--- src/rtl/irq_disp_pkg.sv ---
package irq_disp_pkg;
  localparam int unsigned FLAG_W    = 4;
  localparam int unsigned WORD_STEP = 4;

  typedef enum logic [3:0] {
    ST_IDLE,
    ST_ACK,
    ST_CAP,
    ST_PUSHF,
    ST_PUSHPC,
    ST_FETCH,
    ST_LDPC,
    ST_POPPC,
    ST_POPF,
    ST_RESTORE
  } disp_state_e;
endpackage

--- src/rtl/irq_disp_mask.sv ---
module irq_disp_mask (
  input  logic clk,
  input  logic rst_n,
  input  logic irq_req,
  input  logic accept,
  input  logic ret_done,
  output logic pend,
  output logic in_isr
);
  always_ff @(posedge clk) begin
    if (!rst_n) begin
      pend   <= 1'b0;
      in_isr <= 1'b0;
    end else begin
      pend <= (pend & ~accept) | irq_req;
      if (accept)        in_isr <= 1'b1;
      else if (ret_done) in_isr <= 1'b0;
    end
  end
endmodule

--- src/rtl/irq_disp_sp.sv ---
module irq_disp_sp
  import irq_disp_pkg::*;
#(
  parameter int unsigned AW        = 16,
  parameter int unsigned STACK_TOP = 32'hFF00
) (
  input  logic          clk,
  input  logic          rst_n,
  input  logic          sp_dec,
  input  logic          sp_inc,
  output logic [AW-1:0] sp
);
  localparam logic [AW-1:0] TOP_INIT = AW'(STACK_TOP);
  localparam logic [AW-1:0] STEP     = AW'(WORD_STEP);

  always_ff @(posedge clk) begin
    if (!rst_n)      sp <= TOP_INIT;
    else if (sp_dec) sp <= sp - STEP;
    else if (sp_inc) sp <= sp + STEP;
  end
endmodule

--- src/rtl/irq_disp_seq.sv ---
module irq_disp_seq
  import irq_disp_pkg::*;
#(
  parameter int unsigned AW = 16,
  parameter int unsigned VW = 4
) (
  input  logic              clk,
  input  logic              rst_n,
  input  logic              pend,
  input  logic              in_isr,
  input  logic              ret_req,
  input  logic [AW-1:0]     pc_in,
  input  logic [FLAG_W-1:0] flags_in,
  input  logic [AW-1:0]     sp,
  input  logic [AW-1:0]     mem_rdata,
  input  logic              mem_rdy,
  output logic              accept,
  output logic              ret_done,
  output logic              entry_done,
  output logic              sp_dec,
  output logic              sp_inc,
  output logic              irq_ack,
  output logic              mem_req,
  output logic              mem_we,
  output logic [AW-1:0]     mem_addr,
  output logic [AW-1:0]     mem_wdata,
  output logic              pc_load,
  output logic              flags_load,
  output logic [AW-1:0]     pc_out,
  output logic [FLAG_W-1:0] flags_out
);
  localparam logic [AW-1:0] STEP = AW'(WORD_STEP);

  function automatic logic [AW-1:0] vec_slot(input logic [VW-1:0] n);
    return {{(AW-VW-2){1'b0}}, n, 2'b00};
  endfunction

  function automatic logic [AW-1:0] push_slot(input logic [AW-1:0] p);
    return p - STEP;
  endfunction

  disp_state_e       state;
  logic [VW-1:0]     num_q;
  logic [AW-1:0]     pc_q;
  logic [FLAG_W-1:0] fl_q;
  logic [AW-1:0]     tgt_q;
  logic [FLAG_W-1:0] rfl_q;
  logic              ret_go;
  logic              is_push;
  logic              is_pop;

  assign accept  = (state == ST_IDLE) && pend && !in_isr;
  assign ret_go  = (state == ST_IDLE) && in_isr && ret_req;
  assign is_push = (state == ST_PUSHF) || (state == ST_PUSHPC);
  assign is_pop  = (state == ST_POPPC) || (state == ST_POPF);

  always_ff @(posedge clk) begin
    if (!rst_n) begin
      state <= ST_IDLE;
      num_q <= '0;
      pc_q  <= '0;
      fl_q  <= '0;
      tgt_q <= '0;
      rfl_q <= '0;
    end else begin
      unique case (state)
        ST_IDLE: begin
          if (accept) begin
            pc_q  <= pc_in;
            fl_q  <= flags_in;
            state <= ST_ACK;
          end else if (ret_go) begin
            state <= ST_POPPC;
          end
        end
        ST_ACK: state <= ST_CAP;
        ST_CAP: if (mem_rdy) begin
          num_q <= mem_rdata[VW-1:0];
          state <= ST_PUSHF;
        end
        ST_PUSHF:  if (mem_rdy) state <= ST_PUSHPC;
        ST_PUSHPC: if (mem_rdy) state <= ST_FETCH;
        ST_FETCH: if (mem_rdy) begin
          tgt_q <= mem_rdata;
          state <= ST_LDPC;
        end
        ST_LDPC: state <= ST_IDLE;
        ST_POPPC: if (mem_rdy) begin
          tgt_q <= mem_rdata;
          state <= ST_POPF;
        end
        ST_POPF: if (mem_rdy) begin
          rfl_q <= mem_rdata[FLAG_W-1:0];
          state <= ST_RESTORE;
        end
        ST_RESTORE: state <= ST_IDLE;
        default: state <= ST_IDLE;
      endcase
    end
  end

  always_comb begin
    mem_addr  = '0;
    mem_wdata = '0;
    unique case (state)
      ST_PUSHF: begin
        mem_addr  = push_slot(sp);
        mem_wdata = {{(AW-FLAG_W){1'b0}}, fl_q};
      end
      ST_PUSHPC: begin
        mem_addr  = push_slot(sp);
        mem_wdata = pc_q;
      end
      ST_FETCH: mem_addr = vec_slot(num_q);
      ST_POPPC, ST_POPF: mem_addr = sp;
      default: ;
    endcase
  end

  assign mem_req    = is_push || is_pop || (state == ST_FETCH);
  assign mem_we     = is_push;
  assign sp_dec     = is_push && mem_rdy;
  assign sp_inc     = is_pop && mem_rdy;
  assign irq_ack    = (state == ST_ACK) || (state == ST_CAP);
  assign entry_done = (state == ST_LDPC);
  assign ret_done   = (state == ST_RESTORE);
  assign pc_load    = entry_done || ret_done;
  assign flags_load = ret_done;
  assign pc_out     = tgt_q;
  assign flags_out  = rfl_q;
endmodule

--- src/rtl/irq_dispatch.sv ---
module irq_dispatch
  import irq_disp_pkg::*;
#(
  parameter int unsigned AW        = 16,
  parameter int unsigned VW        = 4,
  parameter int unsigned STACK_TOP = 32'hFF00
) (
  input  logic          clk,
  input  logic          rst_n,
  input  logic          irq_req,
  output logic          irq_ack,
  input  logic          ret_req,
  input  logic [AW-1:0] pc_in,
  input  logic [3:0]    flags_in,
  output logic          pc_load,
  output logic          flags_load,
  output logic [AW-1:0] pc_out,
  output logic [3:0]    flags_out,
  output logic          mem_req,
  output logic          mem_we,
  output logic [AW-1:0] mem_addr,
  output logic [AW-1:0] mem_wdata,
  input  logic [AW-1:0] mem_rdata,
  input  logic          mem_rdy
);
  logic          evt_accept;
  logic          evt_entry_done;
  logic          evt_ret_done;
  logic          pend_w;
  logic          in_isr_w;
  logic          sp_dec_w;
  logic          sp_inc_w;
  logic [AW-1:0] sp_w;

  irq_disp_mask u_mask (
    .clk      (clk),
    .rst_n    (rst_n),
    .irq_req  (irq_req),
    .accept   (evt_accept),
    .ret_done (evt_ret_done),
    .pend     (pend_w),
    .in_isr   (in_isr_w)
  );

  irq_disp_sp #(.AW(AW), .STACK_TOP(STACK_TOP)) u_sp (
    .clk    (clk),
    .rst_n  (rst_n),
    .sp_dec (sp_dec_w),
    .sp_inc (sp_inc_w),
    .sp     (sp_w)
  );

  irq_disp_seq #(.AW(AW), .VW(VW)) u_seq (
    .clk        (clk),
    .rst_n      (rst_n),
    .pend       (pend_w),
    .in_isr     (in_isr_w),
    .ret_req    (ret_req),
    .pc_in      (pc_in),
    .flags_in   (flags_in),
    .sp         (sp_w),
    .mem_rdata  (mem_rdata),
    .mem_rdy    (mem_rdy),
    .accept     (evt_accept),
    .ret_done   (evt_ret_done),
    .entry_done (evt_entry_done),
    .sp_dec     (sp_dec_w),
    .sp_inc     (sp_inc_w),
    .irq_ack    (irq_ack),
    .mem_req    (mem_req),
    .mem_we     (mem_we),
    .mem_addr   (mem_addr),
    .mem_wdata  (mem_wdata),
    .pc_load    (pc_load),
    .flags_load (flags_load),
    .pc_out     (pc_out),
    .flags_out  (flags_out)
  );
endmodule

--- config.mk ---
export PLATFORM = sky130hd
export DESIGN_NAME = irq_dispatch
export DESIGN_NICKNAME = d
export VERILOG_FILES = /design/src/rtl/irq_disp_pkg.sv /design/src/rtl/irq_disp_mask.sv /design/src/rtl/irq_disp_sp.sv /design/src/rtl/irq_disp_seq.sv /design/src/rtl/irq_dispatch.sv
export SDC_FILE = /design/constraint.sdc
export NUM_CORES = 1
export LEC_CHECK = 0
export ABC_CLOCK_PERIOD_IN_PS = 3730
export BUFFER_PORTS_ARGS = -buffer_cell sky130_fd_sc_hd__buf_2
export CAP_MARGIN = 20
export CORE_ASPECT_RATIO = 0.9
export CORE_MARGIN = 1
export CORE_UTILIZATION = 56
export CTS_CLUSTER_DIAMETER = 30
export DETAILED_ROUTE_END_ITERATION = 7
export GPL_TIMING_DRIVEN = 0
export HOLD_SLACK_MARGIN = 0.02
export PLACE_DENSITY = 0.85
export SKIP_LAST_GASP = 1
export SLEW_MARGIN = 15
export SYNTH_ARGS = -nofsm -noshare
export SYNTH_HDL_FRONTEND = slang
export SYNTH_SLANG_ARGS = --single-unit
--- constraint.sdc ---
create_clock -name clk -period 3.73 [get_ports clk]
set_input_delay 0 -clock clk [delete_from_list [all_inputs] [get_ports clk]]
set_output_delay 0 -clock clk [all_outputs]
set_load 0.1 [all_outputs]
* Yosys cells after proc, flatten, opt, wreduce, memory -nomap -nowiden
Index checks and enable logic that the tools add are counted.
** Cells by class
- Add/subtract/negate cells :: 2
- Eq/ne operators :: 16
- Reduce and logical (&&, ||, !) cells :: 24
- Bitwise gates (word level) :: 3
- Mux-type cells :: 15
** Operator list (count)
- one-hot mux 16 bit (3 select lines) :: 1
- 2-to-1 mux 16 bit :: 2
- 2-to-1 mux 4 bit :: 8
- one-hot mux 16 bit (2 select lines) :: 1
- one-hot mux 4 bit (8 select lines) :: 1
- adder 16 x 3 -> 16 bit, second input constant :: 1
- == test 4 x 3 -> 1 bit, second input constant :: 4
- subtractor 16 x 3 -> 16 bit, second input constant :: 1
- != test 2 bit, second input constant :: 6
- == test 4 x 2 -> 1 bit, second input constant :: 2
- == test 4 bit, second input constant :: 2
- AND reduction 2 bit :: 4
- AND reduction 7 bit :: 1
- logical AND 1 bit :: 6
- logical OR 1 bit :: 6
- OR reduction 2 bit :: 3
- == test 4 x 1 -> 1 bit, second input constant :: 1
- zero test 4 bit :: 1
- nonzero test 2 bit :: 2
- != test 3 x 2 -> 1 bit, second input constant :: 1
- 2-to-1 mux 1 bit :: 2
- bitwise AND 1 bit :: 1
- zero test 1 bit :: 1
- NOT 1 bit :: 1
- OR 1 bit :: 1
** Word-level totals
- Word-level logic and storage cells :: 69
- Bits of input ports :: 41
- Output and inout port bits :: 57
- Register bits after elaboration :: 66

* Depth between registers and ports, before layout
Gate-level depths: netlist of run 1.
- Word-level depth :: 6
- Mapped depth :: 8

* Modules after synthesis
Synthesis of run 1 repeated with hierarchy kept, for this count alone.
** Second synthesis, totals
- Cells, all modules :: 474
- Area, all modules :: 3847.4 um^2
** By module, submodules not included
- irq_disp_seq :: cells each 337, area each 2645.0 um^2, times used 1
- irq_disp_sp :: cells each 131, area each 1127.3 um^2, times used 1
- irq_disp_mask :: cells each 6, area each 75.1 um^2, times used 1

* Least setup slack after synthesis of run 1
OpenSTA, ideal clock, no wires.
- Path type :: reg2out
- Start :: register u_seq.state[2]
- End :: output mem_addr[15]
- Data required time :: 3730 ps
- Arrival :: 4547 ps
- Path slack :: -817 ps
- Stages on the path, launching flop included :: 7
- Path buffers :: 1
- Cells stage by stage :: dfxtp_1 clkbuf_2 nor4b_4 nor2_2 inv_2 nand2_1 o41ai_1
** Between the ends
- Longest elaborated chain between the ends :: 3
- Elaborated cells on any way between the ends :: 8
- Classes of those cells :: 5 x eq/ne; 1 x mux; 2 x reduce/logical
** RTL lines
- start: declaration :: line irq_disp_seq.sv:42 : disp_state_e state;
- start signal: assignment :: line irq_disp_seq.sv:59 : state <= ST_IDLE;
- start signal: assignment :: line irq_disp_seq.sv:71 : state <= ST_ACK;
- start signal: assignment :: line irq_disp_seq.sv:73 : state <= ST_POPPC;
- == test 4 bit (tied with other cells) :: line irq_disp_seq.sv:105 : unique case (state)
- OR reduction 2 bit, on equally long branches
- one-hot mux 16 bit (3 select lines) (*) :: line irq_disp_seq.sv:105
- end: declaration :: line irq_dispatch.sv:21 : output logic [AW-1:0] mem_addr,
Every way passes the cells marked *; elsewhere a longest branch is shown, timed or not.

* Final worst setup path of run 1
- Start :: register u_seq.state[3]
- End :: output mem_addr[15]
The elaborated chain is that of the path after synthesis.

==> results of run 1 <==
## timing repair
| action | in CTS | in global routing |
|---|---|---|
| hold buffers | 38 | 0 |
| hold endpoints to repair | 46 | 0 |
| setup endpoints to repair | 0 | 0 |
## placed cells by master, fill, tap and decap left out, types with 3 or more instances in the layout
master / netlist / layout
sky130_fd_sc_hd__buf_2: 5 / 100
sky130_fd_sc_hd__nand2_1: 100 / 100
sky130_fd_sc_hd__dfxtp_1: 64 / 64
sky130_fd_sc_hd__a21oi_1: 54 / 54
sky130_fd_sc_hd__dlygate4sd3_1: 0 / 38
sky130_fd_sc_hd__nor2_1: 36 / 36
sky130_fd_sc_hd__clkbuf_1: 26 / 26
sky130_fd_sc_hd__o21ai_0: 17 / 17
sky130_fd_sc_hd__and2_1: 12 / 12
sky130_fd_sc_hd__nand3_1: 12 / 12
sky130_fd_sc_hd__inv_1: 9 / 9
sky130_fd_sc_hd__clkbuf_8: 0 / 9
sky130_fd_sc_hd__xnor2_1: 8 / 8
sky130_fd_sc_hd__a22oi_1: 6 / 6
sky130_fd_sc_hd__nor3_1: 5 / 5
sky130_fd_sc_hd__o31ai_1: 5 / 5
sky130_fd_sc_hd__a221o_1: 4 / 4
sky130_fd_sc_hd__mux2i_1: 4 / 4
sky130_fd_sc_hd__buf_4: 3 / 3
sky130_fd_sc_hd__or3_1: 3 / 3
sky130_fd_sc_hd__o22ai_1: 3 / 3
sky130_fd_sc_hd__and3_1: 3 / 3
sky130_fd_sc_hd__xor2_1: 3 / 3
sky130_fd_sc_hd__nor2b_1: 3 / 3
sky130_fd_sc_hd__a211oi_1: 3 / 3
sky130_fd_sc_hd__o32ai_1: 3 / 3
sky130_fd_sc_hd__bufinv_16: 0 / 3
## state kept, by name, indices dropped and copies added (netlist names)
name and cells:
u_seq.pc_out 16, u_seq.pc_q 16, u_sp.sp 14, u_seq.fl_q 4, u_seq.flags_out 4, u_seq.num_q 4, u_seq.state 4, u_mask.in_isr 1
u_mask.pend 1
## power by group through the flow
stage / combinational, W / clock [W] / sequential (W)
2_1_floorplan: 0.00180 / 0 / 0.000900
3_3_place_gp: 0.00218 / 0 / 0.000846
3_5_place_dp: 0.00220 / 0 / 0.000850
4_1_cts: 0.00224 / 0.000763 / 0.000836
5_1_grt: 0.00239 / 0.000788 / 0.000848
6_report: 0.00227 / 0.000761 / 0.000838
## worst max-delay path: stages (launching register included)
cell and delay, ps:
sky130_fd_sc_hd__dfxtp_1 400, sky130_fd_sc_hd__buf_4 190, sky130_fd_sc_hd__and4bb_2 260, sky130_fd_sc_hd__nor2_2 370, sky130_fd_sc_hd__clkbuf_1 440, sky130_fd_sc_hd__a21oi_1 70, sky130_fd_sc_hd__o21ai_0 220, sky130_fd_sc_hd__o41ai_2 100
sky130_fd_sc_hd__buf_2 300
## worst max-delay path by stage
stage	to	slack (ps)	cells after the start
global placement	mem_addr[15]	1490	8
CTS	mem_addr[15]	1060	8
finish	mem_addr[15]	1020	8
global route	mem_addr[11]	920	8
detailed placement	mem_addr[15]	1490	8
floorplan	mem_addr[13]	90	6
## area by class of cell
| type | instances | share of cell area, % |
|---|---|---|
| clock buffer | 9 | 2.70 |
| sequential | 64 | 27.9 |
| inverter | 10 | 0.818 |
| timing repair buffer | 133 | 18.6 |
| buffer | 37 | 3.76 |
| tap | 70 | 1.91 |
| multi-input combinational | 338 | 41.5 |
| clock inverter | 7 | 2.78 |
## routing by layer
metal | up-vias | GRT usage [%]
li1 | 1844 | -
met1 | 1812 | 37.9
met2 | 227 | 55.5
met3 | 26 | 6.93
met4 | 0 | 14.8
met5 | - | 0
## per-stage QoR
stage | utilization [%] | area [sq um]
2_1_floorplan | - | 3390
5_1_grt | 79.7 | 4590
6_report | 79.7 | 4590
3_5_place_dp | 68.7 | 3960
4_1_cts | 79.7 | 4590
3_3_place_gp | 68.7 | 3960
## logic make-up (layout without fill, tap and decap cells)
group / after synthesis / count (layout) / share of synthesized area (%)
multiplexers: 4 / 4 / 1.18
buffers and inverters: 47 / 196 / 6.21
adder cells (fa/ha/maj): 2 / 2 / 0.740
AND/OR/NAND/NOR: 201 / 201 / 28.9
other: 1 / 2 / 0.111
flip-flops: 64 / 64 / 37.9
AO/OA/AOI/OAI: 118 / 118 / 22.2
XOR/XNOR: 11 / 11 / 2.85
==> run_results.csv, run 1 <==
group,metric,value,unit
run_status,run_status,"finished, violations left",
run_status,failed_checks,"DRC",
route,first_pass_iters,7,
floorplanning,chipHeight,75.7,um
synthesis,synthDominantCellAreaShare,37.9,%
worst_setup_path,worst_r2r_endpoint,"u_sp.sp[12]",
route,ant_nets,0,
synthesis,synth.yosys.seq_area_share,37.9,%
placement,dp_worst_setup_slack,1490,ps
sta,final.period_utilization,72.6,%
clocking,cts_root_cell,"sky130_fd_sc_hd__clkbuf_8",
sta,final_max_slew_viol_count,0,
synthesis,ys_async_sr_fraction,0,%
global_routing,first_global_vias,3432,
route,drt_iter0_drc,349,
clocking,clock_insertion_delay_worst_skew,350,ps
power,intPower,0.00173,W
route,drt-wirelength-per-cell,15.4,um
route,met3_wire_len,902,um
clocking,cts_setup_buffers,0,
floorplanning,floorplan.die.width,83.9,um
global_routing,grt_util_all_layers,31.6,%
route,total_length_of_routed_met2_wires,5010,um
power,cellLeakagePower,2.01,nW
layout,final_layout_size_suffix_gt1_share,23.2,%
worst_setup_path,path_max_fanout,10,
layout,multiInputGateArea,1900,sq um
worst_setup_path,critPathCaptureType,"output pin",
power,design_power_total,0.00387,W
sta,fin_tns_setup,0,ps
synthesis,netlist_top_cells_area,"sky130_fd_sc_hd__dfxtp_1, sky130_fd_sc_hd__nand2_1, sky130_fd_sc_hd__a21oi_1, sky130_fd_sc_hd__nor2_1, sky130_fd_sc_hd__clkbuf_1",
power,ir_drop,0.832,mV
worst_setup_path,worstPathArrival,2710,ps
hold_path,worstHoldStart,"mem_rdy",
synthesis,synth_enable_flop_cells,0,
layout,layoutNonFillerInstCount,668,
hold_path,min_to,"u_sp.sp[15]",
route,via_count,3909,
placement,gpl.final_weighted_congestion,0.898,
hold_path,worst_hold_path.num_cells,4,
sta,layout_setup_ws,1020,ps
route,top_layer_used,"met4",
clocking,cts_tree,"built",
sta,final-hold-violation-count,0,
placement,io_buffer_count,95,
route,post_drt_via_cell_ratio,5.85,
synthesis,yosys_warnings,0,
sta,fmaxAchievable,369,MHz
clocking,cts_resized,0,
worst_setup_path,reg2regPathDepth,7,
synthesis,netlist-cell-type-count,66,
job,max_cap_violations,0,
floorplanning,floorplan.die_area,6360,sq um
synthesis,synth.avg_cell_area,7.55,sq um
power,pwr-share-clk,19.6,%
layout,area_growth,35.7,%
sta,unrepaired_setup_endpoints_after_global_routing,"no",
synthesis,netlist_top_cells_count,"sky130_fd_sc_hd__nand2_1, sky130_fd_sc_hd__dfxtp_1, sky130_fd_sc_hd__a21oi_1",
sta,worst_slew_margin_rel,59.7,%
power,switching_share,55.3,%
synthesis,netlist_area,3380,sq um
floorplanning,rows,26,
power,power.combinational.fraction,58.7,%
floorplanning,core_region_area,5760,sq um
global_routing,first_pass_grt_wire_length,15700,um
clocking,number_of_clock_sinks,64,
placement,post-dp-hpwl,6440,um
hold_path,hp-class,"in2reg",
layout,antenna_cells,0,
synthesis,synthCells,448,
sta,setup-violations-final,0,
power,power.switching,0.00214,W
clocking,maximum_root_to_sink_buffer_count,2,
route,drt-total-wl,10300,um
global_routing,antenna_violations_before_repair,0,
worst_setup_path,cp-start-kind,"flip-flop",
route,detail_route.drc_violations,14,
worst_setup_path,cp.required,3730,ps
sta,transition_time_of_the_tightest_slew_check_pin,603,ps
layout,fillers,388,
worst_setup_path,critPathLaunch,"u_seq.state[3]",
placement,placed_cells_incl_taps,614,
floorplanning,initial_utilization,58.8,%
global_routing,largest_net_degree_at_the_start_of_global_routing,14,
global_routing,grt_remaining_overflow,0,
sta,worst_hold_margin,164,ps
worst_setup_path,reg_to_reg_slack_setup,1530,ps
worst_setup_path,path_class,"reg2out",
clocking,cts_inserted_buffers,9,
layout,seq_area,1280,sq um
route,m1WireLength,4130,um
clocking,clock_tree.htree_level_count,3,
clocking,clkSlewWorstSetupHoldPaths,80,ps
floorplanning,pin_count,98,
synthesis,dominantRegCellSynth,"sky130_fd_sc_hd__dfxtp_1",
power,fraction_of_power_consumed_by_sequential_logic,21.7,%
worst_setup_path,timing.rr.start,"u_seq.state[2]",
sta,clock_skew,7.23,ps
synthesis,ys_ff_latch,64,
layout,design.final.nets,636,
power,power_per_cell_area,844,nW/um^2
sta,finalWorstPathRequiredPeriod,2710,ps
synthesis,synth_area_leader_cell,"sky130_fd_sc_hd__dfxtp_1",
synthesis,yosys.cell_count.top_type,"sky130_fd_sc_hd__nand2_1",
No activity file was read; power rests on OpenSTA's default activity.
==> run 2, diff against run 1 <==
--- a/config.mk
+++ b/config.mk
@@ -5,17 +5,17 @@
 export SDC_FILE = /design/constraint.sdc
 export NUM_CORES = 1
 export LEC_CHECK = 0
-export ABC_CLOCK_PERIOD_IN_PS = 3730
+export ABC_CLOCK_PERIOD_IN_PS = 2800
 export BUFFER_PORTS_ARGS = -buffer_cell sky130_fd_sc_hd__buf_2
 export CAP_MARGIN = 20
 export CORE_ASPECT_RATIO = 0.9
 export CORE_MARGIN = 1
-export CORE_UTILIZATION = 56
+export CORE_UTILIZATION = 52
 export CTS_CLUSTER_DIAMETER = 30
 export DETAILED_ROUTE_END_ITERATION = 7
 export GPL_TIMING_DRIVEN = 0
 export HOLD_SLACK_MARGIN = 0.02
-export PLACE_DENSITY = 0.85
+export PLACE_DENSITY = 0.8
 export SKIP_LAST_GASP = 1
 export SLEW_MARGIN = 15
 export SYNTH_ARGS = -nofsm -noshare
==> constraint.sdc (replaced) <==
create_clock -name clk -period 2.8 [get_ports clk]
set_input_delay 0 -clock clk [delete_from_list [all_inputs] [get_ports clk]]
set_output_delay 0 -clock clk [all_outputs]
set_load 0.1 [all_outputs]
==> run 2 against run 1 <==
Effect of this change:
- combinational power grew 35%
- flip-flop and latch count is the same
- sequential share of layout area shrank 0.15 points
- via count shrank 1.3%
- critical endpoint unchanged
- register-to-register slack lost 970 ps
- hold slack lost 9.5 ps
- the run now ends clean
- clock skew grew 6.0 ps
- cell area grew 0.55%
- largest cell class unchanged
- wire length shrank 1.2%
==> run_results.csv, run 2 (same netlist as run 1, synthesis figures left out) <==
group,metric,value,unit
placement,placed_area,4000,sq um
floorplanning,pin_count,98,
layout,final_layout_size_suffix_gt1_share,24.2,%
sta,fmaxAchievable,371,MHz
layout,seq_area,1280,sq um
layout,most_common_library_cell_in_the_layout_ignoring_fill_and_taps,"sky130_fd_sc_hd__nand2_1",
worst_setup_path,depth_of_the_critical_timing_path_with_buffers_and_inverters_included,6,
clocking,cts_tree,"built",
clocking,clkSlewWorstSetupHoldPaths,80,ps
worst_setup_path,cp_cell_sequence,"clkbuf_1, or4_1, nor3_1, nand2_1, o41ai_2, clkbuf_4",
route,first_pass_iters,5,
placement,gpl.final_weighted_congestion,0.946,
worst_setup_path,reg_to_reg_slack_setup,560,ps
worst_setup_path,cp-start-kind,"flip-flop",
placement,dp_worst_setup_slack,468,ps
worst_setup_path,path_max_fanout,10,
route,detail_route.drc_violations,0,
layout,multiInputGateArea,1930,sq um
hold_path,hp-class,"in2reg",
floorplanning,chipHeight,78.5,um
sta,clock_skew,13.2,ps
clocking,cts_root_cell,"sky130_fd_sc_hd__clkbuf_8",
worst_setup_path,critPathCaptureType,"output pin",
sta,fin_tns_setup,0,ps
floorplanning,core_region_area,6220,sq um
worst_setup_path,cp_slowest_cell,"sky130_fd_sc_hd__or4_1",
clocking,number_of_clock_sinks,64,
worst_setup_path,cp.required,2800,ps
clocking,maximum_root_to_sink_buffer_count,2,
sta,unrepaired_setup_endpoints_after_global_routing,"yes",
route,drt-total-wl,10100,um
global_routing,first_pass_grt_wire_length,16400,um
clocking,clock_insertion_delay_worst_skew,350,ps
worst_setup_path,worstPathArrival,2700,ps
clocking,clock_tree.htree_level_count,3,
sta,final.period_utilization,96.4,%
route,drt_iter0_drc,243,
layout,design.final.nets,636,
sta,layout_setup_ws,102,ps
sta,finalWorstPathRequiredPeriod,2700,ps
worst_setup_path,critPathBufInv,2,
layout,top_library_cells_by_usage_in_the_layout_fill_and_taps_aside,"sky130_fd_sc_hd__nand2_1, sky130_fd_sc_hd__buf_2, sky130_fd_sc_hd__dfxtp_1, sky130_fd_sc_hd__a21oi_1, sky130_fd_sc_hd__dlygate4sd3_1",
placement,post-dp-hpwl,6500,um
hold_path,worst_hold_path.num_cells,4,
global_routing,grt_remaining_overflow,0,
power,power_per_cell_area,1110,nW/um^2
worst_setup_path,critPathLaunch,"u_sp.sp[4]",
floorplanning,rows,27,
layout,finalInstanceArea,4610,sq um
clocking,cts_inserted_buffers,9,
floorplanning,floorplan.die_area,6830,sq um
layout,antenna_cells,0,
placement,io_buffer_count,95,
sta,setup-violations-final,0,
floorplanning,floorplan.die.width,87.0,um
run_status,run_status,"complete, no violations",
global_routing,largest_net_degree_at_the_start_of_global_routing,14,
route,ant_nets,0,
worst_setup_path,max_stage_delay,610,ps
route,post_drt_via_cell_ratio,5.63,
worst_setup_path,path_class,"reg2out",
sta,transition_time_of_the_tightest_slew_check_pin,613,ps
power,ir_drop,0.962,mV
sta,worst_slew_margin_rel,59.0,%
global_routing,first_global_vias,3617,
worst_setup_path,timing.rr.start,"u_sp.sp[2]",
layout,layout.core_utilization,74.2,%
sta,final_max_slew_viol_count,0,
clocking,cts_setup_buffers,0,
sta,final-hold-violation-count,0,
worst_setup_path,cell_class_contributing_the_biggest_share_of_worst_path_delay,"simple AND/OR/NAND/NOR gates",
layout,area_growth,36.4,%
route,drt-wirelength-per-cell,14.8,um
floorplanning,initial_utilization,54.4,%
job,max_cap_violations,0,
layout,fillers,474,
global_routing,antenna_violations_before_repair,0,
route,via_count,3858,
power,cellLeakagePower,2.00,nW
global_routing,grt_util_all_layers,30.6,%
hold_path,worstHoldStart,"mem_rdy",
worst_setup_path,reg2regPathDepth,7,
-- run 2: cell count changes in the layout (fill, tap and decap cells not counted), moves of 2 or more --
| cell | delta |
|---|---|
| sky130_fd_sc_hd__o21ai_0 | -3 |
| sky130_fd_sc_hd__clkbuf_4 | +2 |
| sky130_fd_sc_hd__buf_2 | -2 |
| sky130_fd_sc_hd__o21ai_2 | +3 |
-- run 2: power by group --
part | switching, W | leakage (nW) | internal, W
registers | 0.0000818 | 0.520 | 0.00103
logic | 0.00238 | 1.37 | 0.000691
clock network | 0.000408 | 0.110 | 0.000510
-- run 2: area by class of cell --
type | count | share of cell area (%)
clock buffers | 9 | 2.68
inverters | 10 | 0.813
well taps | 87 | 2.36
multi-input cells | 338 | 41.7
plain buffers | 37 | 3.77
clock inverters | 7 | 2.22
repair buffers | 133 | 18.7
flip-flops and latches | 64 | 27.8
-- run 2: per-layer routing --
layer,GRT usage [%],part of all wire (%)
met4,13.0,2.6
met5,0,0
met2,50.9,47
met3,8.73,8.3
met1,36.6,42
-- run 2: worst min-delay path, stage by stage --
cell and delay [ps]:
sky130_fd_sc_hd__buf_2 130, sky130_fd_sc_hd__o2111ai_2 110, sky130_fd_sc_hd__or4_4 140, sky130_fd_sc_hd__a31oi_1 70
-- run 2: timing repair --
item                       4_1_cts  5_1_grt
hold endpoints to repair        46        0
setup endpoints to repair        0        3
gates resized for setup          0        4
hold buffers                    38        0
-- run 2: through the flow --
stage,power [W],std cells,hold WS (ps)
6_report,0.00511,685,155
5_1_grt,0.00532,685,184
4_1_cts,0.00505,685,136
3_5_place_dp,0.00410,631,231
3_3_place_gp,0.00406,631,209
2_1_floorplan,0.00362,449,117
-- run 2: worst paths after layout --
kind,end
max,mem_addr[15]
min,u_sp.sp[15]
max reg2reg,u_sp.sp[10]
min reg2reg,u_seq.pc_q[9]
==> run 3, diff against run 2 <==
--- a/config.mk
+++ b/config.mk
@@ -8,14 +8,16 @@
 export ABC_CLOCK_PERIOD_IN_PS = 2800
 export BUFFER_PORTS_ARGS = -buffer_cell sky130_fd_sc_hd__buf_2
 export CAP_MARGIN = 20
+export CELL_PAD_IN_SITES_DETAIL_PLACEMENT = 0
+export CELL_PAD_IN_SITES_GLOBAL_PLACEMENT = 1
 export CORE_ASPECT_RATIO = 0.9
 export CORE_MARGIN = 1
-export CORE_UTILIZATION = 52
+export CORE_UTILIZATION = 37
 export CTS_CLUSTER_DIAMETER = 30
 export DETAILED_ROUTE_END_ITERATION = 7
 export GPL_TIMING_DRIVEN = 0
 export HOLD_SLACK_MARGIN = 0.02
-export PLACE_DENSITY = 0.8
+export PLACE_DENSITY_LB_ADDON = 0.1
 export SKIP_LAST_GASP = 1
 export SLEW_MARGIN = 15
 export SYNTH_ARGS = -nofsm -noshare
==> run 3 against run 2 <==
Effect of this change:
- clock power rose by 10%
- global-route usage fell by 8.8 points
- die area rose by 39%
- maximum frequency rose by 2.8%
- hold slack improved by 7.2 ps
- count of clock-buffer cells in the layout did not move
- critical path depth did not move
- critical path type unchanged
- highest routed layer unchanged
==> run_results.csv, run 3 (same netlist as run 1, synthesis figures left out) <==
group,metric,value,unit
clocking,cts_tree,"built",
worst_setup_path,reg2regPathDepth,7,
power,pwr-share-clk,19.4,%
sta,setup-violations-final,0,
power,switching_share,55.0,%
worst_setup_path,critPathBufInv,2,
layout,seq_area,1280,sq um
route,first_pass_iters,4,
hold_path,hp-class,"in2reg",
worst_setup_path,worst_r2r_endpoint,"u_sp.sp[12]",
floorplanning,floorplan.die.width,103,um
global_routing,met1_usage,29.9,%
hold_path,min_to,"u_sp.sp[15]",
sta,worst_slew_margin_rel,56.7,%
sta,final-hold-violation-count,0,
layout,finalInstanceArea,4680,sq um
sta,final.period_utilization,93.7,%
global_routing,first_pass_grt_wire_length,16100,um
run_status,run_status,"complete, no violations",
clocking,clock_tree.htree_level_count,3,
floorplanning,core_region_area,8730,sq um
worst_setup_path,critPathCaptureType,"output pin",
clocking,number_of_clock_sinks,64,
sta,fmaxAchievable,381,MHz
floorplanning,floorplan.die_area,9530,sq um
power,power.combinational.fraction,59.1,%
clocking,cts_setup_buffers,0,
global_routing,first_global_vias,3392,
route,drt-wirelength-per-cell,13.9,um
worst_setup_path,max_stage_delay,610,ps
placement,io_buffer_count,95,
placement,placed_area,4040,sq um
worst_setup_path,cp.required,2800,ps
worst_setup_path,path_max_fanout,10,
route,post_drt_via_cell_ratio,5.17,
power,ir_drop,0.880,mV
layout,antenna_cells,0,
global_routing,groute.layer.met3.usage,5.06,%
power,design_power_total,0.00519,W
power,fraction_of_power_consumed_by_sequential_logic,21.4,%
worst_setup_path,reg_to_reg_slack_setup,580,ps
global_routing,grt_util_met2,33.9,%
job,max_cap_violations,0,
worst_setup_path,cell_class_contributing_the_biggest_share_of_worst_path_delay,"simple AND/OR/NAND/NOR gates",
power,power_per_cell_area,1110,nW/um^2
global_routing,grt_util_all_layers,21.8,%
placement,gpl.final_weighted_congestion,0.930,
layout,top_library_cells_by_usage_in_the_layout_fill_and_taps_aside,"sky130_fd_sc_hd__nand2_1, sky130_fd_sc_hd__buf_2, sky130_fd_sc_hd__dfxtp_1, sky130_fd_sc_hd__a21oi_1, sky130_fd_sc_hd__dlygate4sd3_1",
global_routing,largest_net_degree_at_the_start_of_global_routing,14,
global_routing,gr-max-usage-layer,"met2",
layout,design.final.nets,636,
hold_path,worstHoldStart,"mem_rdy",
sta,clock_skew,8.90,ps
sta,final_max_slew_viol_count,0,
global_routing,antenna_violations_before_repair,0,
worst_setup_path,cp_cell_sequence,"clkbuf_1, or4_1, nor3_1, nand2_1, o41ai_2, clkbuf_4",
clocking,cts_inserted_buffers,9,
floorplanning,rows,32,
route,drt_iter0_drc,196,
route,detail_route.drc_violations,0,
placement,post-dp-hpwl,6980,um
sta,worst_hold_margin,162,ps
placement,dp_worst_setup_slack,469,ps
worst_setup_path,path_class,"reg2out",
route,via_count,3710,
layout,final_layout_size_suffix_gt1_share,24.2,%
layout,most_common_library_cell_in_the_layout_ignoring_fill_and_taps,"sky130_fd_sc_hd__nand2_1",
route,ant_nets,0,
layout,fillers,851,
global_routing,grt_remaining_overflow,0,
power,power.switching,0.00285,W
worst_setup_path,worstPathArrival,2620,ps
clocking,clock_insertion_delay_worst_skew,350,ps
route,drt-total-wl,9960,um
worst_setup_path,timing.rr.start,"u_seq.state[2]",
floorplanning,chipHeight,92.7,um
clocking,clkSlewWorstSetupHoldPaths,80,ps
worst_setup_path,cp-start-kind,"flip-flop",
layout,layoutNonFillerInstCount,717,
layout,area_growth,38.5,%
clocking,cts_root_cell,"sky130_fd_sc_hd__clkbuf_8",
power,cellLeakagePower,2.02,nW
sta,unrepaired_setup_endpoints_after_global_routing,"no",
clocking,maximum_root_to_sink_buffer_count,2,
sta,transition_time_of_the_tightest_slew_check_pin,647,ps
layout,multiInputGateArea,1930,sq um
power,intPower,0.00234,W
placement,placed_cells_incl_taps,663,
sta,layout_setup_ws,176,ps
floorplanning,initial_utilization,38.8,%
sta,finalWorstPathRequiredPeriod,2620,ps
worst_setup_path,cp_slowest_cell,"sky130_fd_sc_hd__or4_1",
floorplanning,pin_count,98,
hold_path,worst_hold_path.num_cells,4,
[run 3: final cells by class]
type | instances | share of cell area (%)
clock buffer | 9 | 2.64
sequential | 64 | 27.4
timing repair buffer | 133 | 18.5
tap | 119 | 3.18
multi-input combinational | 338 | 41.1
clock inverter | 7 | 2.72
inverter | 10 | 0.801
buffer | 37 | 3.71
[run 3: what timing repair did]
item                       in CTS  in global routing
hold endpoints to repair       46                  0
gates resized for setup         0                  6
setup endpoints to repair       0                  5
hold buffers                   38                  0
[run 3: worst max-delay path by stage]
stage	startpoint	endpoint	slack, ps	cells past startpoint
after floorplan	u_seq.state[2]	mem_addr[11]	-600	5
after global placement	u_seq.state[3]	mem_addr[15]	480	8
after detailed placement	u_sp.sp[4]	mem_addr[15]	470	6
after CTS	u_sp.sp[4]	mem_addr[15]	60	6
after global routing	u_seq.state[2]	mem_addr[11]	6	8
final	u_sp.sp[4]	mem_addr[15]	180	6
[run 3: worst reg2reg max path, stage by stage, from the launching register on]
cell                       delay (ps)
sky130_fd_sc_hd__dfxtp_1          310
sky130_fd_sc_hd__clkbuf_2         200
sky130_fd_sc_hd__nor4b_4          440
sky130_fd_sc_hd__nor2_2           210
sky130_fd_sc_hd__inv_2            220
sky130_fd_sc_hd__o21ai_2          130
sky130_fd_sc_hd__or4_1            540
sky130_fd_sc_hd__nand3_1          100
[run 3: through the flow]
stage	TNS, ps	utilization (%)
floorplan	-2350	-
global placement	0	46.3
detailed placement	0	46.3
CTS	0	53.5
global route	0	53.7
finish	0	53.7
[run 3: power by group through the flow]
| stage | logic, W | clock network (W) | registers [W] |
|---|---|---|---|
| 6_report | 0.00307 | 0.00101 | 0.00111 |
| 5_1_grt | 0.00325 | 0.00108 | 0.00113 |
| 4_1_cts | 0.00304 | 0.00104 | 0.00111 |
| 3_5_place_dp | 0.00300 | 0 | 0.00113 |
| 3_3_place_gp | 0.00299 | 0 | 0.00113 |
| 2_1_floorplan | 0.00242 | 0 | 0.00120 |
[run 3: layer usage]
| metal | share of wire (%) | vias to the layer above | wire length [um] |
|---|---|---|---|
| li1 | - | 1850 | - |
| met1 | 49 | 1728 | 4900 |
| met2 | 44 | 120 | 4410 |
| met3 | 5.2 | 12 | 516 |
| met4 | 1.3 | 0 | 132 |
| met5 | 0 | - | 0 |
